<file path="config.mk">
export PLATFORM = sky130hd
export DESIGN_NAME = phase_window_select
export DESIGN_NICKNAME = d
export VERILOG_FILES = /design/src/rtl/phsel_pkg.sv /design/src/rtl/phsel_run_tracker.sv /design/src/rtl/phsel_pick.sv /design/src/rtl/phase_window_select.sv
export SDC_FILE = /design/constraint.sdc
export NUM_CORES = 1
export LEC_CHECK = 0
export ABC_AREA = 1
export BUFFER_PORTS_ARGS = -buffer_cell sky130_fd_sc_hd__buf_4
export CORE_ASPECT_RATIO = 1.25
export CORE_MARGIN = 2
export CORE_UTILIZATION = 55
export DETAILED_ROUTE_END_ITERATION = 6
export GPL_ROUTABILITY_DRIVEN = 0
export PLACE_DENSITY = 0.74
export SYNTH_ARGS = -nofsm -noshare
export SYNTH_HDL_FRONTEND = slang
export SYNTH_HIERARCHICAL = 1
export SYNTH_SLANG_ARGS = --single-unit
</file>
<file path="constraint.sdc">
create_clock -name clk_i -period 6.2 [get_ports clk_i]
set_input_delay 1.24 -clock clk_i [delete_from_list [all_inputs] [get_ports clk_i]]
set_output_delay 1.24 -clock clk_i [all_outputs]
set_load 0.005 [all_outputs]
</file>
<file path="src/rtl/phsel_pkg.sv">
package phsel_pkg;
  typedef enum logic [1:0] {
    ST_IDLE = 2'd0,
    ST_SCAN = 2'd1,
    ST_FIN  = 2'd2
  } scan_state_e;
endpackage

</file>
<file path="src/rtl/phsel_run_tracker.sv">
module phsel_run_tracker #(
  parameter int NPH = 16,
  parameter int PW  = $clog2(NPH),
  parameter int LW  = $clog2(NPH + 1)
) (
  input  logic          clk_i,
  input  logic          rst_ni,
  input  logic          clear_i,
  input  logic          step_i,
  input  logic          bit_i,
  input  logic [PW-1:0] pos_i,
  output logic          first_def_o,
  output logic [LW-1:0] first_len_o,
  output logic          last_def_o,
  output logic [PW-1:0] last_start_o,
  output logic [LW-1:0] last_len_o,
  output logic [PW-1:0] best_start_o,
  output logic [LW-1:0] best_len_o
);
  logic [LW-1:0] cur_len_q, ext_len;
  logic [PW-1:0] cur_start_q, c_start;
  logic [LW-1:0] c_len;
  logic          seen_q, closing, at_end;

  assign ext_len = cur_len_q + 1'b1;
  assign at_end  = (pos_i == PW'(NPH - 1));

  always_comb begin
    closing = 1'b0;
    c_len   = cur_len_q;
    c_start = cur_start_q;
    if (bit_i && at_end) begin
      closing = 1'b1;
      c_len   = ext_len;
      c_start = (cur_len_q == '0) ? pos_i : cur_start_q;
    end else if (!bit_i && cur_len_q != '0) begin
      closing = 1'b1;
    end
  end

  always_ff @(posedge clk_i or negedge rst_ni) begin
    if (!rst_ni) begin
      cur_len_q    <= '0;
      cur_start_q  <= '0;
      seen_q       <= 1'b0;
      first_def_o  <= 1'b0;
      first_len_o  <= '0;
      last_def_o   <= 1'b0;
      last_start_o <= '0;
      last_len_o   <= '0;
      best_start_o <= '0;
      best_len_o   <= '0;
    end else if (clear_i) begin
      cur_len_q    <= '0;
      cur_start_q  <= '0;
      seen_q       <= 1'b0;
      first_def_o  <= 1'b0;
      first_len_o  <= '0;
      last_def_o   <= 1'b0;
      last_start_o <= '0;
      last_len_o   <= '0;
      best_start_o <= '0;
      best_len_o   <= '0;
    end else if (step_i) begin
      if (bit_i) begin
        if (cur_len_q == '0) cur_start_q <= pos_i;
        cur_len_q <= ext_len;
      end else begin
        cur_len_q <= '0;
      end
      if (closing) begin
        seen_q <= 1'b1;
        // first run at phase 0 and a later run ending at the top wait for the merge decision
        if (!seen_q && c_start == '0) begin
          first_def_o <= 1'b1;
          first_len_o <= c_len;
        end else if (seen_q && bit_i && at_end) begin
          last_def_o   <= 1'b1;
          last_start_o <= c_start;
          last_len_o   <= c_len;
        end else if (c_len > best_len_o) begin
          best_start_o <= c_start;
          best_len_o   <= c_len;
        end
      end
    end
  end
endmodule

</file>
<file path="src/rtl/phsel_pick.sv">
module phsel_pick #(
  parameter int NPH = 16,
  parameter int PW  = $clog2(NPH),
  parameter int LW  = $clog2(NPH + 1)
) (
  input  logic          first_def_i,
  input  logic [LW-1:0] first_len_i,
  input  logic          last_def_i,
  input  logic [PW-1:0] last_start_i,
  input  logic [LW-1:0] last_len_i,
  input  logic [PW-1:0] best_start_i,
  input  logic [LW-1:0] best_len_i,
  output logic [PW-1:0] phase_o,
  output logic          err_o
);
  localparam int SW = LW + 1;
  localparam int XW = LW + 3;

  logic          merge;
  logic [SW-1:0] merged_len, sel_len;
  logic [PW-1:0] sel_start;
  logic [XW-1:0] prod, idx_raw, idx;

  assign merge      = first_def_i && last_def_i;
  assign merged_len = {1'b0, first_len_i} + {1'b0, last_len_i};

  always_comb begin
    sel_start = best_start_i;
    sel_len   = {1'b0, best_len_i};
    if (merge) begin
      if (merged_len > sel_len) begin
        sel_start = last_start_i;
        sel_len   = merged_len;
      end
    end else begin
      // earliest run keeps ties, latest run must be strictly longer
      if (first_def_i && {1'b0, first_len_i} >= sel_len) begin
        sel_start = '0;
        sel_len   = {1'b0, first_len_i};
      end
      if (last_def_i && {1'b0, last_len_i} > sel_len) begin
        sel_start = last_start_i;
        sel_len   = {1'b0, last_len_i};
      end
    end
  end

  assign prod    = {2'b00, sel_len} * XW'(3);
  assign idx_raw = prod >> 2;
  assign idx     = (idx_raw != '0) ? idx_raw - 1'b1 : '0;
  assign phase_o = sel_start + PW'(idx);
  assign err_o   = (sel_len == '0) || (merge && merged_len >= SW'(NPH));
endmodule

</file>
<file path="src/rtl/phase_window_select.sv">
module phase_window_select #(
  parameter  int NPH = 16,
  localparam int PW  = $clog2(NPH)
) (
  input  logic           clk_i,
  input  logic           rst_ni,
  input  logic           start_i,
  input  logic [NPH-1:0] mask_i,
  output logic           done_o,
  output logic           valid_o,
  output logic           err_o,
  output logic [PW-1:0]  phase_o
);
  import phsel_pkg::*;
  localparam int LW = $clog2(NPH + 1);

  scan_state_e    state_q;
  logic [NPH-1:0] mask_q;
  logic [PW-1:0]  pos_q;
  logic           accept, step;

  logic          first_def, last_def;
  logic [LW-1:0] first_len, last_len, best_len;
  logic [PW-1:0] last_start, best_start, pick_phase;
  logic          pick_err;

  assign accept = (state_q == ST_IDLE) && start_i;
  assign step   = (state_q == ST_SCAN);

  phsel_run_tracker #(.NPH(NPH), .PW(PW), .LW(LW)) i_tracker (
    .clk_i        (clk_i),
    .rst_ni       (rst_ni),
    .clear_i      (accept),
    .step_i       (step),
    .bit_i        (mask_q[pos_q]),
    .pos_i        (pos_q),
    .first_def_o  (first_def),
    .first_len_o  (first_len),
    .last_def_o   (last_def),
    .last_start_o (last_start),
    .last_len_o   (last_len),
    .best_start_o (best_start),
    .best_len_o   (best_len)
  );

  phsel_pick #(.NPH(NPH), .PW(PW), .LW(LW)) i_pick (
    .first_def_i  (first_def),
    .first_len_i  (first_len),
    .last_def_i   (last_def),
    .last_start_i (last_start),
    .last_len_i   (last_len),
    .best_start_i (best_start),
    .best_len_i   (best_len),
    .phase_o      (pick_phase),
    .err_o        (pick_err)
  );

  always_ff @(posedge clk_i or negedge rst_ni) begin
    if (!rst_ni) begin
      state_q <= ST_IDLE;
      mask_q  <= '0;
      pos_q   <= '0;
      done_o  <= 1'b0;
      valid_o <= 1'b0;
      err_o   <= 1'b0;
      phase_o <= '0;
    end else begin
      done_o <= 1'b0;
      unique case (state_q)
        ST_IDLE: if (start_i) begin
          mask_q  <= mask_i;
          pos_q   <= '0;
          valid_o <= 1'b0;
          err_o   <= 1'b0;
          state_q <= ST_SCAN;
        end
        ST_SCAN: begin
          pos_q <= pos_q + 1'b1;
          if (pos_q == PW'(NPH - 1)) state_q <= ST_FIN;
        end
        ST_FIN: begin
          done_o  <= 1'b1;
          valid_o <= ~pick_err;
          err_o   <= pick_err;
          phase_o <= pick_err ? '0 : pick_phase;
          state_q <= ST_IDLE;
        end
        default: state_q <= ST_IDLE;
      endcase
    end
  end
endmodule

</file>
==> qor.yml, run 1 <==
status: "finished clean"
hp-start: "mask_q[15]"
crit_path_end_kind: "flop"
synth_area_um2: 5110
initial_core_util_pct: 56.3
min_period_over_period_pct: 91.6
postSynthCellCount: 688
overflow: 0
ys_seq_elements: 64
grt_pass1_wl_um: 19400
clock-sinks: 64
synth_cell_types: 42
io_pins: 26
cts_buffer_depth: 2
busiest_layer: "met2"
root_buffer: "clkbuf_16"
ys_top_cells_by_count: "nand2_1 (202), inv_1 (95), dfrtp_1 (64)"
drt-vias-per-instance: 5.21
rows: 39
cts_tree: "done"
maxCapViolations: 0
r2r-start: "i_tracker/last_len_o[0]"
finalClockSkew_ps: 12.3
tns_ps: 0
layout_min_cycle_time_ps: 5680
clk_pin_slew_ps: 60
post-synth-top-area-fraction_pct: 31.3
max_freq_mhz: 176
reg2reg_to: "phase_o[3]"
fp.dieW_um: 90.2
worstMarginPinSlew_ps: 809
grt_util_met2_pct: 43.1
rsz0062_at_grt: "no"
final_hold_viol_count: 0
vias: 4381
area_growth_pct: 11.2
drt_iter0_markers: 212
multiInputGateArea_um2: 3010
rrSetupSlack_ps: 520
worstSetupStartpointType: "flop"
fill_cells: 863
async_flop_share_pct: 100
synthTopCellsByArea: "dfrtp_1 (31%), nand2_1 (15%), ha_1 (9.8%)"
chipHeight_um: 112
antenna_found_initial: 0
mappedNetlistNets: 750
grt_max_degree: 65
routedWlPerCell_um: 13.4
cp_slowest_cell: "fa_1"
grt_pass1_vias: 4261
ys_seq_area_share_pct: 31.3
reg2regPathDepth: 39
design.die.area_um2: 10100
hold_path_class: "reg2reg"
use_met1_pct: 27.9
setup_viol: 0
hpwl_um: 8420
core_area_um2: 9080
yosysMostFrequentCell: "nand2_1"
avgSynthCellArea_um2: 7.43
drt_wl_total_um: 11200
drive_gt1_share_pct: 20.1
cts_buffers: 9
hold_path_depth: 2
drt_pass1_iterations: 4
io_buffers: 25
worstSetupPathType: "reg2reg"
n_antenna_cell: 0
crit_fanout: 9
ys.flop_type: "dfrtp_1"
met3_usage_pct: 2.64
ys_warn_count: 6
yosysTopAreaCell: "dfrtp_1"
clock_latency_ps: 340
grt_usage_pct: 23.6
crit_path_max_incr_delay_ps: 460
slew_viol_final: 0
cp.required_ps: 6430
area.sequential_um2: 1600
worst_ep_arrival_time_ps: 5910
postRouteAntennaNets: 0
hold_end: "mask_q[15]"
maxSlewHeadroom_pct: 46.0
synth_enable_flop_cells: 0
htreeDepth: 3
drc_errors: 0
crit_top_cell: "nand2_1"
num-nets-final: 775
-- per-stage QoR --
step / hold WS (ps) / worst slack, ps / utilization (%) / cells / instance area (um^2)
global route: 498 / 35.0 / 62.6 / 841 / 5680
global placement: 463 / 582 / 58.8 / 824 / 5340
detailed placement: 463 / 488 / 58.8 / 824 / 5340
CTS: 478 / 445 / 62.4 / 840 / 5660
floorplan: 442 / 1040 / - / 688 / 5110
finish: 477 / 520 / 62.6 / 841 / 5680
-- state kept, by name, indices dropped and copies added (netlist names), 5 cells and up --
register               count
i_tracker/last_len_o       5
i_tracker/cur_len_q        5
i_tracker/best_len_o       5
mask_q                    16
i_tracker/first_len_o      5
-- area by class of cell --
cell class	count	area share, %
Clock buffer	9	3.96
Inverter	104	6.98
Timing Repair Buffer	26	3.43
Sequential cell	64	28.2
Tap cell	123	2.71
Multi-Input combinational cell	508	53.0
Clock inverter	7	1.76
-- worst max-delay path: cells and delay by family, from the launching register on --
kind | cells | cell delay [ps]
flops | 1 | 450
xor+xnor | 2 | 360
compound gates | 3 | 350
fa+ha+maj | 6 | 1890
simple gates | 21 | 1990
buf+inv | 7 | 520
-- cells in the final DEF (no fill, tap or decap), types with 2 or more instances in the layout --
cell type,n
bufinv_16,2
a21oi_1,15
nand2_2,41
o21ai_1,3
nand3_1,51
nor2_4,10
clkbuf_16,9
inv_2,7
inv_6,3
ha_1,40
xnor2_1,3
fa_1,3
o21ai_0,44
dfrtp_1,63
xor2_1,8
nor2_1,25
buf_4,26
nand3b_1,6
o22ai_1,4
o211ai_1,2
o21ai_2,11
nand3_2,13
nand2_1,202
inv_1,94
nor2_2,4
nand2_4,6
nor3_1,2
-- worst max path at each step --
| stage | start | to | slack, ps | cells past startpoint |
|---|---|---|---|---|
| finish | i_tracker/last_len_o[0] | phase_o[3] | 520 | 39 |
| global route | i_tracker/last_len_o[0] | phase_o[3] | 40 | 38 |
| CTS | i_tracker/last_len_o[0] | phase_o[3] | 450 | 39 |
| detailed placement | i_tracker/last_len_o[0] | phase_o[3] | 490 | 39 |
| global placement | i_tracker/last_len_o[0] | phase_o[3] | 580 | 39 |
| floorplan | i_tracker/first_len_o[0] | phase_o[3] | 1040 | 39 |
-- kinds of logic after synthesis --
logic type	synth area share, %
AOI/OAI and AO/OA	9.63
xor gates and xnor gates	1.89
DFF	31.3
adders and majority gates	11.0
and+or+nand+nor	36.2
buffers and inverters	9.94
-- repair_timing --
action,CTS,global route
resized for setup,0,5
setup endpoints to repair,0,1
hold buffers,0,0
setup buffers,0,1
-- routing by layer --
metal | part of all wire (%) | vias up | routed length (um)
met4 | 2.9 | 0 | 324
li1 | - | 2234 | -
met2 | 53 | 53 | 5930
met5 | 0 | - | 0
met1 | 43 | 2070 | 4800
met3 | 1.7 | 24 | 191
Power of run 1 is not shown: default switching activity piles up to over one toggle a cycle in this logic, so the estimate is an artifact.
==> run 2, diff against run 1 <==
Settings changed: BUFFER_PORTS_ARGS -buffer_cell sky130_fd_sc_hd__buf_4 to not set, DONT_BUFFER_PORTS set to 1, PLACE_DENSITY 0.74 to 0.71.
==> run 2 against run 1 <==
Against the previous run: maximum frequency is 0.52% lower; register-to-register slack got worse by 30 ps; clock skew shrank 5.2 ps; routed wire length shrank 0.64%; flip-flop and latch count is the same; global-route usage fell by 0.23 points; via count is 3.1% lower; sequential share of layout area grew 0.96 points; core utilization decreased by 2.1 points; first-iteration DRC count rose by 9.4%; largest cell class unchanged.
==> qor.yml, run 2 (synthesis gave the netlist of run 1 again) <==
fin_area_um2: 5500  # -3.3%
clock-sinks: 64  # unchanged
grt_pass1_wl_um: 19100  # -1.3%
antenna_found_initial: 0  # unchanged
maxCapViolations: 0  # unchanged
design.die.area_um2: 10100  # unchanged
core_area_um2: 9080  # unchanged
worstMarginPinSlew_ps: 699  # -111 ps
rows: 39  # unchanged
initial_core_util_pct: 56.3  # unchanged
io_buffers: 0  # -100%
maxSlewHeadroom_pct: 53.3  # +7.3 points
max_freq_mhz: 175  # -0.52%
crit_fanout: 9  # unchanged
grt_max_degree: 65  # unchanged
htreeDepth: 3  # unchanged
cp_slowest_cell: "dfrtp_2"
vias: 4243  # -3.1%
hpwl_um: 8490  # +0.76%
hold_path_class: "reg2reg"
status: "finished clean"
drive_gt1_share_pct: 17.0  # -3.0 points
drt_iter0_markers: 232  # +9.4%
worstSetupStartpointType: "flop"
cts_tree: "done"
cts_buffers: 9  # unchanged
drt_wl_total_um: 11200  # -0.64%
worst_ep_arrival_time_ps: 5940  # +30 ps
layout_min_cycle_time_ps: 5710  # +29.5 ps
routedWlPerCell_um: 13.7  # +2.4%
setup_viol: 0  # unchanged
area_growth_pct: 7.57
crit_top_cell: "nand2_1"
postRouteAntennaNets: 0  # unchanged
cts_buffer_depth: 2  # unchanged
grt_pass1_vias: 4130  # -3.1%
crit_path_end_kind: "flop"
overflow: 0  # unchanged
grt_usage_pct: 23.4  # -0.23 points
final_hold_viol_count: 0  # unchanged
drt-vias-per-instance: 5.20  # -0.18%
final_core_util_pct: 60.5  # -2.1 points
place_area_um2: 5150  # -3.5%
min_period_over_period_pct: 92.1  # +0.48 points
clock_latency_ps: 330  # about the same
n_antenna_cell: 0  # unchanged
crit_path_max_incr_delay_ps: 450  # about the same
num-nets-final: 751  # -3.1%
cp.required_ps: 6430  # about the same
postCtsHoldBufs: 0  # unchanged
clk_pin_slew_ps: 60  # about the same
drt_pass1_iterations: 5  # +1
final_cell_mix: "nand2_1 (202), inv_1 (94), dfrtp_1 (63), nand3_1 (51), o21ai_0 (44)"
finalClockSkew_ps: 7.12  # -5.15 ps
slew_viol_final: 0  # unchanged
fp.dieW_um: 90.2  # unchanged
rsz0062_at_grt: "no"
worstSetupPathType: "reg2reg"
drc_errors: 0  # unchanged
tns_ps: 0  # unchanged
chipHeight_um: 112  # unchanged
final_common_cell: "nand2_1"
largest_reg_flops: 16  # unchanged
io_pins: 26  # unchanged
root_buffer: "clkbuf_16"
largest-register: "mask_q"
-- run 2: cell types whose count changed in the layout (fill, tap and decap cells not counted) --
cell        before  now
nor2_1          25   26
clkbuf_8         0    1
buf_4           26    2
nor2_2           4    3
inv_6            3    0
clkinvlp_4       1    2
-- run 2: critical path, delay by kind of cell (launching register included) --
kind,cells,cell delay (ps)
AOI/OAI and AO/OA,3,380
xor gates and xnor gates,2,360
buffers and inverters,7,510
and+or+nand+nor,21,2000
DFF,1,450
adders and majority gates,6,1880
-- run 2: metal layers --
metal | vias up | GRT usage, % | wire length, um
li1 | 2184 | - | -
met1 | 1952 | 27.4 | 4730
met2 | 86 | 42.8 | 5810
met3 | 21 | 3.52 | 337
met4 | 0 | 9.33 | 294
met5 | - | 0 | 0
-- run 2: path summary, 6_finish.rpt --
check,from,cells after the start,slack (ps),end
max,i_tracker/last_len_o[0],39,490,phase_o[3]
min,mask_q[13],2,470,mask_q[13]
max reg2reg,i_tracker/last_len_o[0],39,490,phase_o[3]
min reg2reg,mask_q[13],2,470,mask_q[13]
max in group asynchronous,rst_ni,0,5480,i_tracker/cur_len_q[0]
min in group asynchronous,rst_ni,0,600,phase_o[3]
-- run 2: final cells by class --
type,count,area [um^2]
fillers,851,3580
multi-input cells,508,3010
flip-flops and latches,64,1600
inverters,104,397
clock buffers,10,239
well taps,123,154
clock inverters,5,81.3
repair buffers,2,15.0
-- run 2: stage by stage --
step           std cells  hold WS, ps  worst slack (ps)
2_1_floorplan        688          442              1040
3_3_place_gp         799          462               543
3_5_place_dp         799          465               445
4_1_cts              814          481               433
5_1_grt              816          518              35.6
6_report             816          474               491
-- run 2: timing repair --
action,CTS,global route
endpoints found under the setup margin,0,1
resized for setup,0,4
endpoints found under the hold margin,0,0
setup buffers,0,2
Power of run 2 is left out for the same reason.
